`config.mk`:
```
export PLATFORM = sky130hd
export DESIGN_NAME = pwm16_channel
export DESIGN_NICKNAME = d
export VERILOG_FILES = /design/src/rtl/pwm16_pkg.sv /design/src/rtl/pwm16_cmp_reg.sv /design/src/rtl/pwm16_match.sv /design/src/rtl/pwm16_out_latch.sv /design/src/rtl/pwm16_channel.sv
export SDC_FILE = /design/constraint.sdc
export NUM_CORES = 1
export LEC_CHECK = 0
export CAP_MARGIN = 20
export CORE_ASPECT_RATIO = 0.8
export CORE_MARGIN = 2
export CORE_UTILIZATION = 45
export CTS_BUF_LIST = sky130_fd_sc_hd__clkbuf_8
export DETAILED_ROUTE_END_ITERATION = 10
export PLACE_DENSITY = 0.86
export SLEW_MARGIN = 20
export SYNTH_ARGS = -nofsm -noshare
export SYNTH_HDL_FRONTEND = slang
export SYNTH_SLANG_ARGS = --single-unit
```
`constraint.sdc`:
```
create_clock -name clk -period 2.4 [get_ports clk]
set_input_delay 0.24 -clock clk [delete_from_list [all_inputs] [get_ports clk]]
set_output_delay 0.24 -clock clk [all_outputs]
set_load 0.03 [all_outputs]
```
`src/rtl/pwm16_pkg.sv`:
```
package pwm16_pkg;
    localparam int unsigned BYTE_W = 8;

    typedef enum logic [1:0] {
        ARM_OFF  = 2'd0,
        ARM_HALF = 2'd1,
        ARM_ON   = 2'd2
    } arm_state_e;

    typedef enum logic {
        OUT_LOW  = 1'b0,
        OUT_HIGH = 1'b1
    } out_state_e;
endpackage

```
`src/rtl/pwm16_cmp_reg.sv`:
```
module pwm16_cmp_reg
    import pwm16_pkg::*;
#(
    parameter int unsigned CNT_W = 16
) (
    input  logic              clk,
    input  logic              rst_n,
    input  logic              wr_lo,
    input  logic              wr_hi,
    input  logic [BYTE_W-1:0] wr_data,
    output logic [CNT_W-1:0]  cmp_val,
    output logic              armed
);
    localparam int unsigned HI_W = CNT_W - BYTE_W;

    arm_state_e state_q, state_d;
    logic [BYTE_W-1:0] lo_q;
    logic [HI_W-1:0]   hi_q;

    // arming state register
    always_ff @(posedge clk or negedge rst_n) begin
        if (!rst_n) state_q <= ARM_OFF;
        else        state_q <= state_d;
    end

    // arming transitions
    always_comb begin
        state_d = state_q;
        unique case (state_q)
            ARM_OFF: begin
                if (wr_hi)      state_d = ARM_ON;
                else if (wr_lo) state_d = ARM_HALF;
            end
            ARM_HALF: begin
                if (wr_hi)      state_d = ARM_ON;
            end
            ARM_ON: begin
                if (wr_lo && !wr_hi) state_d = ARM_HALF;
            end
            default: state_d = ARM_OFF;
        endcase
    end

    // compare byte storage
    always_ff @(posedge clk or negedge rst_n) begin
        if (!rst_n) begin
            lo_q <= '0;
            hi_q <= '0;
        end else begin
            if (wr_lo) lo_q <= wr_data;
            if (wr_hi) hi_q <= HI_W'(wr_data);
        end
    end

    // outputs
    always_comb begin
        cmp_val = {hi_q, lo_q};
        armed   = (state_q == ARM_ON);
    end


    lo_disarm_chk: assert property (@(posedge clk) disable iff (!rst_n)
        (wr_lo && !wr_hi) |=> (!armed && cmp_val[BYTE_W-1:0] == $past(wr_data)));


    hi_arm_chk: assert property (@(posedge clk) disable iff (!rst_n)
        wr_hi |=> (armed && cmp_val[CNT_W-1:BYTE_W] == HI_W'($past(wr_data))));
endmodule

```
`src/rtl/pwm16_match.sv`:
```
module pwm16_match #(
    parameter int unsigned CNT_W = 16
) (
    input  logic             armed,
    input  logic [CNT_W-1:0] cnt_val,
    input  logic [CNT_W-1:0] cmp_val,
    input  logic             cnt_adv,
    input  logic             mode_pwm16,
    input  logic             mode_cap_pos,
    input  logic             mode_cap_neg,
    input  logic             mode_toggle,
    output logic             mode_ok,
    output logic             match
);
    logic equal;

    always_comb begin
        mode_ok = mode_pwm16 & ~mode_cap_pos & ~mode_cap_neg & ~mode_toggle;
        equal   = (cnt_val == cmp_val);
        match   = mode_ok & armed & cnt_adv & equal;
    end
endmodule

```
`src/rtl/pwm16_out_latch.sv`:
```
module pwm16_out_latch
    import pwm16_pkg::*;
(
    input  logic clk,
    input  logic rst_n,
    input  logic set_evt,
    input  logic cnt_ovf,
    input  logic mode_ok,
    input  logic irq_en,
    input  logic irq_clr,
    output logic pwm_out,
    output logic irq_flag
);
    out_state_e state_q, state_d;
    logic flag_q, flag_d;
    logic clr_evt;

    // output state register
    always_ff @(posedge clk or negedge rst_n) begin
        if (!rst_n) begin
            state_q <= OUT_LOW;
            flag_q  <= 1'b0;
        end else begin
            state_q <= state_d;
            flag_q  <= flag_d;
        end
    end

    // transitions: overflow clear beats match set
    always_comb begin
        state_d = state_q;
        unique case (state_q)
            OUT_LOW:  if (set_evt && !cnt_ovf) state_d = OUT_HIGH;
            OUT_HIGH: if (cnt_ovf)             state_d = OUT_LOW;
            default:  state_d = OUT_LOW;
        endcase
    end

    // interrupt flag next value
    always_comb begin
        clr_evt = cnt_ovf & mode_ok;
        flag_d  = flag_q;
        if (irq_en && (set_evt || clr_evt)) flag_d = 1'b1;
        else if (irq_clr)                   flag_d = 1'b0;
    end

    // outputs
    always_comb begin
        pwm_out  = (state_q == OUT_HIGH);
        irq_flag = flag_q;
    end


    ovf_clear_chk: assert property (@(posedge clk) disable iff (!rst_n)
        cnt_ovf |=> !pwm_out);


    match_set_chk: assert property (@(posedge clk) disable iff (!rst_n)
        (set_evt && !cnt_ovf) |=> pwm_out);


    flag_set_chk: assert property (@(posedge clk) disable iff (!rst_n)
        (irq_en && (set_evt || (cnt_ovf && mode_ok))) |=> irq_flag);
endmodule

```
`src/rtl/pwm16_channel.sv`:
```
module pwm16_channel
    import pwm16_pkg::*;
#(
    parameter int unsigned CNT_W = 16
) (
    input  logic              clk,
    input  logic              rst_n,
    input  logic [CNT_W-1:0]  cnt_val,
    input  logic              cnt_adv,
    input  logic              cnt_ovf,
    input  logic              wr_lo,
    input  logic              wr_hi,
    input  logic [BYTE_W-1:0] wr_data,
    input  logic              mode_pwm16,
    input  logic              mode_cap_pos,
    input  logic              mode_cap_neg,
    input  logic              mode_toggle,
    input  logic              irq_en,
    input  logic              irq_clr,
    output logic              pwm_out,
    output logic              irq_flag
);
    logic [CNT_W-1:0] cmp_val;
    logic armed, mode_ok, match;

    pwm16_cmp_reg #(.CNT_W(CNT_W)) u_cmp (
        .clk     (clk),
        .rst_n   (rst_n),
        .wr_lo   (wr_lo),
        .wr_hi   (wr_hi),
        .wr_data (wr_data),
        .cmp_val (cmp_val),
        .armed   (armed)
    );

    pwm16_match #(.CNT_W(CNT_W)) u_match (
        .armed        (armed),
        .cnt_val      (cnt_val),
        .cmp_val      (cmp_val),
        .cnt_adv      (cnt_adv),
        .mode_pwm16   (mode_pwm16),
        .mode_cap_pos (mode_cap_pos),
        .mode_cap_neg (mode_cap_neg),
        .mode_toggle  (mode_toggle),
        .mode_ok      (mode_ok),
        .match        (match)
    );

    pwm16_out_latch u_out (
        .clk      (clk),
        .rst_n    (rst_n),
        .set_evt  (match),
        .cnt_ovf  (cnt_ovf),
        .mode_ok  (mode_ok),
        .irq_en   (irq_en),
        .irq_clr  (irq_clr),
        .pwm_out  (pwm_out),
        .irq_flag (irq_flag)
    );


    bad_mode_hold_chk: assert property (@(posedge clk) disable iff (!rst_n)
        (!(mode_pwm16 && !mode_cap_pos && !mode_cap_neg && !mode_toggle) && !pwm_out)
        |=> !pwm_out);


    no_adv_hold_chk: assert property (@(posedge clk) disable iff (!rst_n)
        (!cnt_adv && !pwm_out) |=> !pwm_out);
endmodule

```
Word level (Yosys, flattened, before mapping) --
Cells that the tools add are included.
Cells by class: equality and inequality tests 6, multiplexer cells 10, bitwise gates (word level) 11, reduce and logical (&&, ||, !) cells 9
Operators by type and width (number):
- $eq 16x16->1 | 1
- $mux 2 | 4
- $and 1x1->1 | 7
- $pmux 2 s3 | 1
- $mux 1 | 4
- $ne 2x2->1 const B | 2
- $not 1->1 | 4
- $logic_and 1x1->1 | 3
- $ne 3x3->1 const B | 1
- $reduce_and 3->1 | 1
- $eq 2x1->1 const B | 1
- $eq 2x2->1 const B | 1
- $logic_not 1->1 | 2
- $logic_not 2->1 | 1
- $pmux 1 s2 | 1
- $reduce_bool 2->1 | 1
- $logic_or 1x1->1 | 1
Storage, ports and cells: flip-flop bits (word level) 20, input port bits 36, output and inout port bits 2, logic and storage cells 41

Logic depth before layout (Yosys ltp) --
Gate-level depths: netlist of run 1.
word-level depth 10, mapped depth 4, depth with buffers taken out 4

Modules after synthesis --
Synthesis of run 1 repeated with hierarchy kept, for this count alone.
Second synthesis, totals: cell total of the unflattened synthesis 74, area, all modules 1031.0 µm²
By module, submodules not included:
- pwm16_cmp_reg | times used 1, cells an instance 42, area each 754.5 µm², sequential area each 450.4 µm²
- pwm16_match | times used 1, cells an instance 24, area each 200.2 µm², sequential area each 0.0 µm²
- pwm16_out_latch | times used 1, cells an instance 8, area each 76.3 µm², sequential area each 50.0 µm²

Worst setup path after synthesis of run 1 --
Ideal clock, no wire load.
kind reg2reg, from register u_cmp.lo_q[0], to register u_out.flag_q, in the netlist u_out.irq_flag, setup time 0.076 ns, arrival time 1.257 ns, required time 2.324 ns, path slack 1.067 ns, cell stages (with the launch flop) 5, buffers on the path 0, clock period less this slack 1.333 ns, path through dfrtp_1 > xnor2_1 > nand4_1 > or4_4 > o21ai_1
On the way: longest elaborated chain between the ends 5, elaborated cells between the ends (all ways) 6, those cells by class eq/ne (1); mux (1); bitwise (1); reduce/logical (3)
Ends and longest elaborated chain:
- start: declaration | RTL line pwm16_cmp_reg.sv:17 | logic [BYTE_W-1:0] lo_q;
- start signal: assignment | RTL line pwm16_cmp_reg.sv:50 | if (wr_lo) lo_q <= wr_data;
- $eq 16x16->1 (*) | RTL line pwm16_match.sv:19 | equal = (cnt_val == cmp_val);
- $and 1x1->1 (*) | RTL line pwm16_match.sv:20 | match = mode_ok & armed & cnt_adv & equal;
- $logic_or 1x1->1 (*) | RTL line pwm16_out_latch.sv:43 | if (irq_en && (set_evt || clr_evt)) flag_d = 1'b1;
- $logic_and 1x1->1 (*) | RTL line pwm16_out_latch.sv:43
- $mux 1 / $reduce_bool 2->1 (equally long branches)
- end signal: assignment | RTL line pwm16_out_latch.sv:25 | flag_q <= flag_d;
- end: declaration | RTL line pwm16_out_latch.sv:15 | logic flag_q, flag_d;
Every way passes the cells marked *; elsewhere a longest branch is shown, timed or not. A chain may end at the register's enable or synchronous reset.

Final worst setup path of run 1 --
from input mode_cap_pos, to register u_out.state_q, in the netlist u_out.pwm_out
On the way: longest elaborated chain between the ends 10
Ends and longest elaborated chain:
- start: declaration | RTL line pwm16_channel.sv:15 | input logic mode_cap_pos,
- $not 1->1 | RTL line pwm16_match.sv:18 | mode_ok = mode_pwm16 & ~mode_cap_pos & ~mode_cap_neg & ~mode_toggle;
- $and 1x1->1 (3 in a row) | RTL line pwm16_match.sv:18
- $and 1x1->1 (3 in a row) | RTL line pwm16_match.sv:20
- $logic_and 1x1->1 | RTL line pwm16_out_latch.sv:33 | OUT_LOW: if (set_evt && !cnt_ovf) state_d = OUT_HIGH;
- $mux 1 | RTL line pwm16_out_latch.sv:33
- $pmux 1 s2 | RTL line pwm16_out_latch.sv:32 | unique case (state_q)
- net u_out.state_d | RTL line pwm16_out_latch.sv:14 | out_state_e state_q, state_d;
- end signal: assignment | RTL line pwm16_out_latch.sv:24 | state_q <= state_d;
- end: declaration | RTL line pwm16_out_latch.sv:14
The timed path passes the listed nets, and every way through them passes these cells.

==> metrics.txt, run 1 <==
status=complete, no violations; DRT iter0 DRCs=9; Synth Instances=73; Post-DP HPWL=around 1600 µm; pre-CTS setup slack=0.550 ns; Synth-to-Final Area Change=47.3%; Max FO, Critical Path=2; die span in y=45.4 µm; GR peak layer=met2; max_cap viols=0; number of global-route vias before repair=814; met1 Use GR=a little over a fifth; Hold Vio Cnt, Final=0; Avg Inst Size Synth=13.2 µm²; worst r2r src=u_cmp.lo_q[5]$_DFFE_PN0P_; # port buffers=37; Hold Buf Count CTS=0; postcts setup bufs=0; CP Launch Type=input pin; setup ws final=0.824 ns; Placer Congestion=0.809; WP data arrival=roughly 1.8 ns; die width=55.7 µm; area leader, netlist=dfrtp_1; sequential share of the synthesized area=51.9%; ANT nets after route=0; Starting Density=49.5%; fin area=1420 µm²; ant diodes=0; Seq cells post-synth=20; IO Pins=38; Site Rows=14; Post-Syn Area=963 µm²; CTS buffer count=3; root buffer cell=clkbuf_8; gr usage total=18.6%; via count=708; count of cell types in the netlist=18; RSZ-0062 raised after global routing=no; reg2reg end=u_out.pwm_out$_DFF_PN0_; largest net degree at the start of global routing=21; register area=between 500 and 600 µm²; Layout Nets=150; worst r2r path cells=4; post-route insts no fill=137; met2 GRT Util=approximately a third; core area=1940 µm²; Hold WC Path Type=input pin to async pin; final worst path period need=1.58 ns; via/cell ratio=slightly above 5; deepest clock path buffer count=2; most frequent cells in the layout=clkdlybuf4s50_1 (37), dfrtp_1 (20), mux2_2 (17); dpl cells=133; final global-route overflow total=0; Routed WL=2090 µm; drt drc=0; crit share post-route=around 66%; Clk Latency, worst-skew pair=0.25 ns; drt pass-1 iters=4; Worst setup EP type=flop; global-route wire length before repair=3510 µm; Worst-path clk slew=approximately 0.07 ns; Max Slew Vio Count=0; DP Area=between 1000 and 1500 µm²; CTS tree=yes; pwr dens=between 500 and 600 nW/µm²; FMAX=approximately 0.63 GHz; share of cells above drive strength 1=21.2%; crit path capture=u_out.pwm_out$_DFF_PN0_; Final Setup Violations=0; headroom to the max-slew limit=68.3%; Fill cells=136; post_cts resized=0; YS warnings=0; Crit path required time=2.57 ns; Syn Nets=109; leak pwr=approximately 0.56 nW; GR met3 Demand/Resource=under 10%; total die area=2530 µm²; CTS Sinks=20; Multi-input gate area=444 µm²; Critical Path Source=mode_cap_pos; setup TNS=0 ns; Hold Slack=around 0.32 ns; most common cell after layout, fill and taps aside=clkdlybuf4s50_1; Max IR drop VDD=around 0.41 mV; Worst-Margin Slew=0.474 ns; top-area cell type share of the netlist area=51.9%; Clock Skew=0.00420 ns; DR WL/cell=roughly 15 µm; H-tree depth=1; reg2reg setup slack=0.92 ns; WS Path Type=input pin to flop; initial antenna violation count=0; largest cells by area after synthesis=dfrtp_1 (52%), mux2_2 (20%), xnor2_1 (11%)
-- per-layer routing --
layer / part of all wire (%) / routed length (µm)
met5: 0 / 0
met4: 0.38 / 8
met3: 7.5 / 158
met2: 49 / 1030
met1: 43 / 895
-- cell type report --
| cell class | count | share of cell area, % |
|---|---|---|
| timing repair buffer | 38 | 26.6 |
| tap | 24 | 2.12 |
| multi-input combinational | 48 | 31.3 |
| sequential | 20 | 35.3 |
| clock buffer | 4 | 3.88 |
| inverter | 3 | 0.794 |
-- flip-flops by register name, summed over array words and instances (netlist names) --
name	flops
u_cmp.hi_q	8
u_cmp.lo_q	8
u_cmp.state_q	2
u_out.irq_flag	1
u_out.pwm_out	1
-- cell families after synthesis --
| logic type | Yosys count | share of synthesized area, % |
|---|---|---|
| simple gates | 10 | 8.57 |
| compound gates | 5 | 3.12 |
| mux | 17 | 19.9 |
| xor+xnor | 16 | 14.5 |
| buf+inv | 5 | 1.95 |
| flops | 20 | 51.9 |
-- worst max-delay path, cell delays in order --
cell             delay (ns)
clkdlybuf4s50_1        0.45
nor4b_4                0.30
nand4_1                0.13
or4_4                  0.49
o22ai_1                0.14
-- Yosys cell counts, drive strengths merged --
library cell	count
nor2	1
xnor2	12
a32oi	1
mux2	17
nand4	3
nand2b	1
xor2	4
nor4b	1
or4	1
a21oi	2
nor4	1
nand4b	1
nand2	1
clkbuf	2
inv	3
dfrtp	20
o21ai	1
o22ai	1
-- stage by stage --
step                utilization [%]  power, mW
floorplan                         -      0.467
global route                   73.0      0.837
global placement               70.1      0.547
CTS                            73.0      0.806
finish                         73.0      0.796
detailed placement             70.1      0.555
-- where the power goes --
group	switching, mW	leakage (nW)	internal [mW]	total [mW]
logic	0.0516	0.289	0.106	0.158
registers	0.0218	0.239	0.368	0.390
clock network	0.104	0.0288	0.146	0.249
total	0.177	0.557	0.619	0.796
-- worst min-delay path by stage --
stage                                        end  slack [ns]  cells past startpoint                    startpoint
floorplan              u_cmp.hi_q[0]$_DFFE_PN0P_       -0.06                      0                         rst_n
global placement    u_cmp.state_q[1]$_DFFE_PN0P_        0.45                      1  u_cmp.state_q[0]$_DFFE_PN0P_
detailed placement  u_cmp.state_q[1]$_DFFE_PN0P_        0.48                      1  u_cmp.state_q[0]$_DFFE_PN0P_
CTS                    u_cmp.hi_q[2]$_DFFE_PN0P_        0.33                      2                         rst_n
global route           u_cmp.hi_q[2]$_DFFE_PN0P_        0.34                      2                         rst_n
finish                 u_cmp.hi_q[2]$_DFFE_PN0P_        0.32                      2                         rst_n
No activity file was read; power rests on OpenSTA's default activity.
==> run 2, diff against run 1 <==
CORE_UTILIZATION = 44   (was 45)
PLACE_DENSITY = 0.85   (was 0.86)
clock period = 1.5 ns   (was 2.4 ns; I/O delays follow)
==> metrics.txt, run 2 (synthesis gave the netlist of run 1 again) <==
share of cells above drive strength 1=27.4% (+6.1 points); fin area=1480 µm² (+4.3%); CTS Sinks=20 (unchanged); Max Slew Vio Count=0 (unchanged); ant diodes=0 (unchanged); status=complete, no violations; DP Area=1400 µm² (+2.3%); RSZ-0062 raised after global routing=no; Worst-path clk slew=0.07 ns (about the same); Starting Density=45.4% (-4.1 points); ANT nets after route=0 (unchanged); pwr dens=872 nW/µm² (+55%); Post-DP HPWL=1590 µm (-1.4%); most common cell after layout, fill and taps aside=clkdlybuf4s50_1; core area=2120 µm² (+9.1%); Pwr Total=1.29 mW (+62%); Synth-to-Final Area Change=53.6%; DR WL/cell=14.2 µm (-7.3%); global-route wire length before repair=3310 µm (-5.7%); Fill cells=173 (+27%); Routed WL=2010 µm (-3.9%); CP Launch Type=flop; Worst setup EP type=output port; headroom to the max-slew limit=79.4% (+11 points); delay-heaviest family, CP=buffers and inverters; most frequent cells in the layout=clkdlybuf4s50_1 (35), dfrtp_1 (20), mux2_2 (17); WS Path Type=flop to output port; Final Setup Violations=0 (unchanged); crit share post-route=94.8%; reg2reg setup slack=0.08 ns (-0.84 ns); register area=500 µm² (unchanged); slowest cell on the critical path=clkdlybuf4s50_1; via count=720 (+1.7%); die width=56.3 µm (+1.0%); CTS tree=yes; DRT iter0 DRCs=4 (-5); Crit path required time=1.35 ns (-1.22 ns); drt drc=0 (unchanged); critical-path cell list=clkdlybuf4s50_1; Site Rows=15 (+1); total die area=2580 µm² (+2.1%); met2 WL=1070 µm (+3.5%); final worst path period need=around 1.4 ns; Clock Skew=0.00470 ns (+0.000497 ns); largest net degree at the start of global routing=21 (unchanged); Clk Latency, worst-skew pair=0.25 ns (about the same); wire length on met3=99 µm (-37%); CTS buffer count=3 (unchanged); Hold Vio Cnt, Final=0 (unchanged); number of global-route vias before repair=768 (-5.7%); H-tree depth=1 (unchanged); FMAX=0.703 GHz; deepest clock path buffer count=2 (unchanged); biggest regs=u_cmp.hi_q (8), u_cmp.lo_q (8), u_cmp.state_q (2); Max FO, Critical Path=2 (unchanged); WP data arrival=1.27 ns (-0.48 ns); # port buffers=37 (unchanged); Hold Buf Count CTS=0 (unchanged); drt pass-1 iters=4 (unchanged); IO Pins=38 (unchanged); Routed met1 length=806 µm (-9.9%); Max IR drop VDD=0.602 mV (+48%); gr usage total=17.2% (-1.3 points); Critical Path Source=u_out.irq_flag$_DFFE_PN0P_; Layout Nets=154 (+2.7%); Hold WC Path Type=input pin to async pin; Multi-input gate area=469 µm² (+5.6%); die span in y=45.9 µm (+1.0%); Worst-Margin Slew=0.308 ns (-0.166 ns); max_cap viols=0 (unchanged); leak pwr=0.610 nW (+9.6%); top layer in use=met4; final global-route overflow total=0 (unchanged); Bufs and invs on worst path=1 (unchanged); initial antenna violation count=0 (unchanged); worst r2r src=u_cmp.lo_q[2]$_DFFE_PN0P_; Placer Congestion=0.724 (-11%); delay of the slowest critical-path stage=0.67 ns (+0.18 ns); via/cell ratio=5.07 (-1.9%); root buffer cell=clkbuf_8
-- run 2: where the power goes --
| group | internal (mW) | switching (mW) | total [mW] |
|---|---|---|---|
| logic | 0.180 | 0.0824 | 0.263 |
| clock network | 0.233 | 0.169 | 0.402 |
| registers | 0.588 | 0.0375 | 0.626 |
| total | 1.00 | 0.289 | 1.29 |
-- run 2: through the flow --
step	setup slack, ns	std cells	utilization, %	setup TNS (ns)	hold slack, ns
global route	0.00441	142	69.8	0	0.241
floorplan	0.167	73	-	0	-0.146
CTS	0.00242	142	68.6	0	0.226
detailed placement	-0.268	138	65.8	-0.503	0.475
global placement	-0.217	138	65.8	-0.432	0.454
finish	0.0773	142	69.8	0	0.222
-- run 2: worst paths after layout --
check | to | cells after the start
min reg2reg | u_cmp.state_q[1]$_DFFE_PN0P_ | 1
min in group clk | u_out.irq_flag$_DFFE_PN0P_ | 5
max in group asynchronous | u_cmp.lo_q[2]$_DFFE_PN0P_ | 2
min | u_out.pwm_out$_DFF_PN0_ | 2
max | irq_flag | 1
max reg2reg | u_out.irq_flag$_DFFE_PN0P_ | 4
-- run 2: what timing repair did --
item,in CTS,in global routing
setup endpoints to repair,1,2
buffers inserted,0,0
resized for setup,1,5
pin swaps,0,12
-- run 2: layout make-up --
type | count | share of cell area (%)
tap | 25 | 2.11
inverter | 3 | 0.761
clock buffer | 4 | 3.72
timing repair buffer | 42 | 27.9
multi-input combinational | 48 | 31.7
sequential | 20 | 33.8
-- run 2: layer usage --
layer  vias up  GRT usage (%)
met5         -              0
met1       345           18.9
met3         4           3.41
met4         0           8.10
met2        26           32.9
li1        345              -
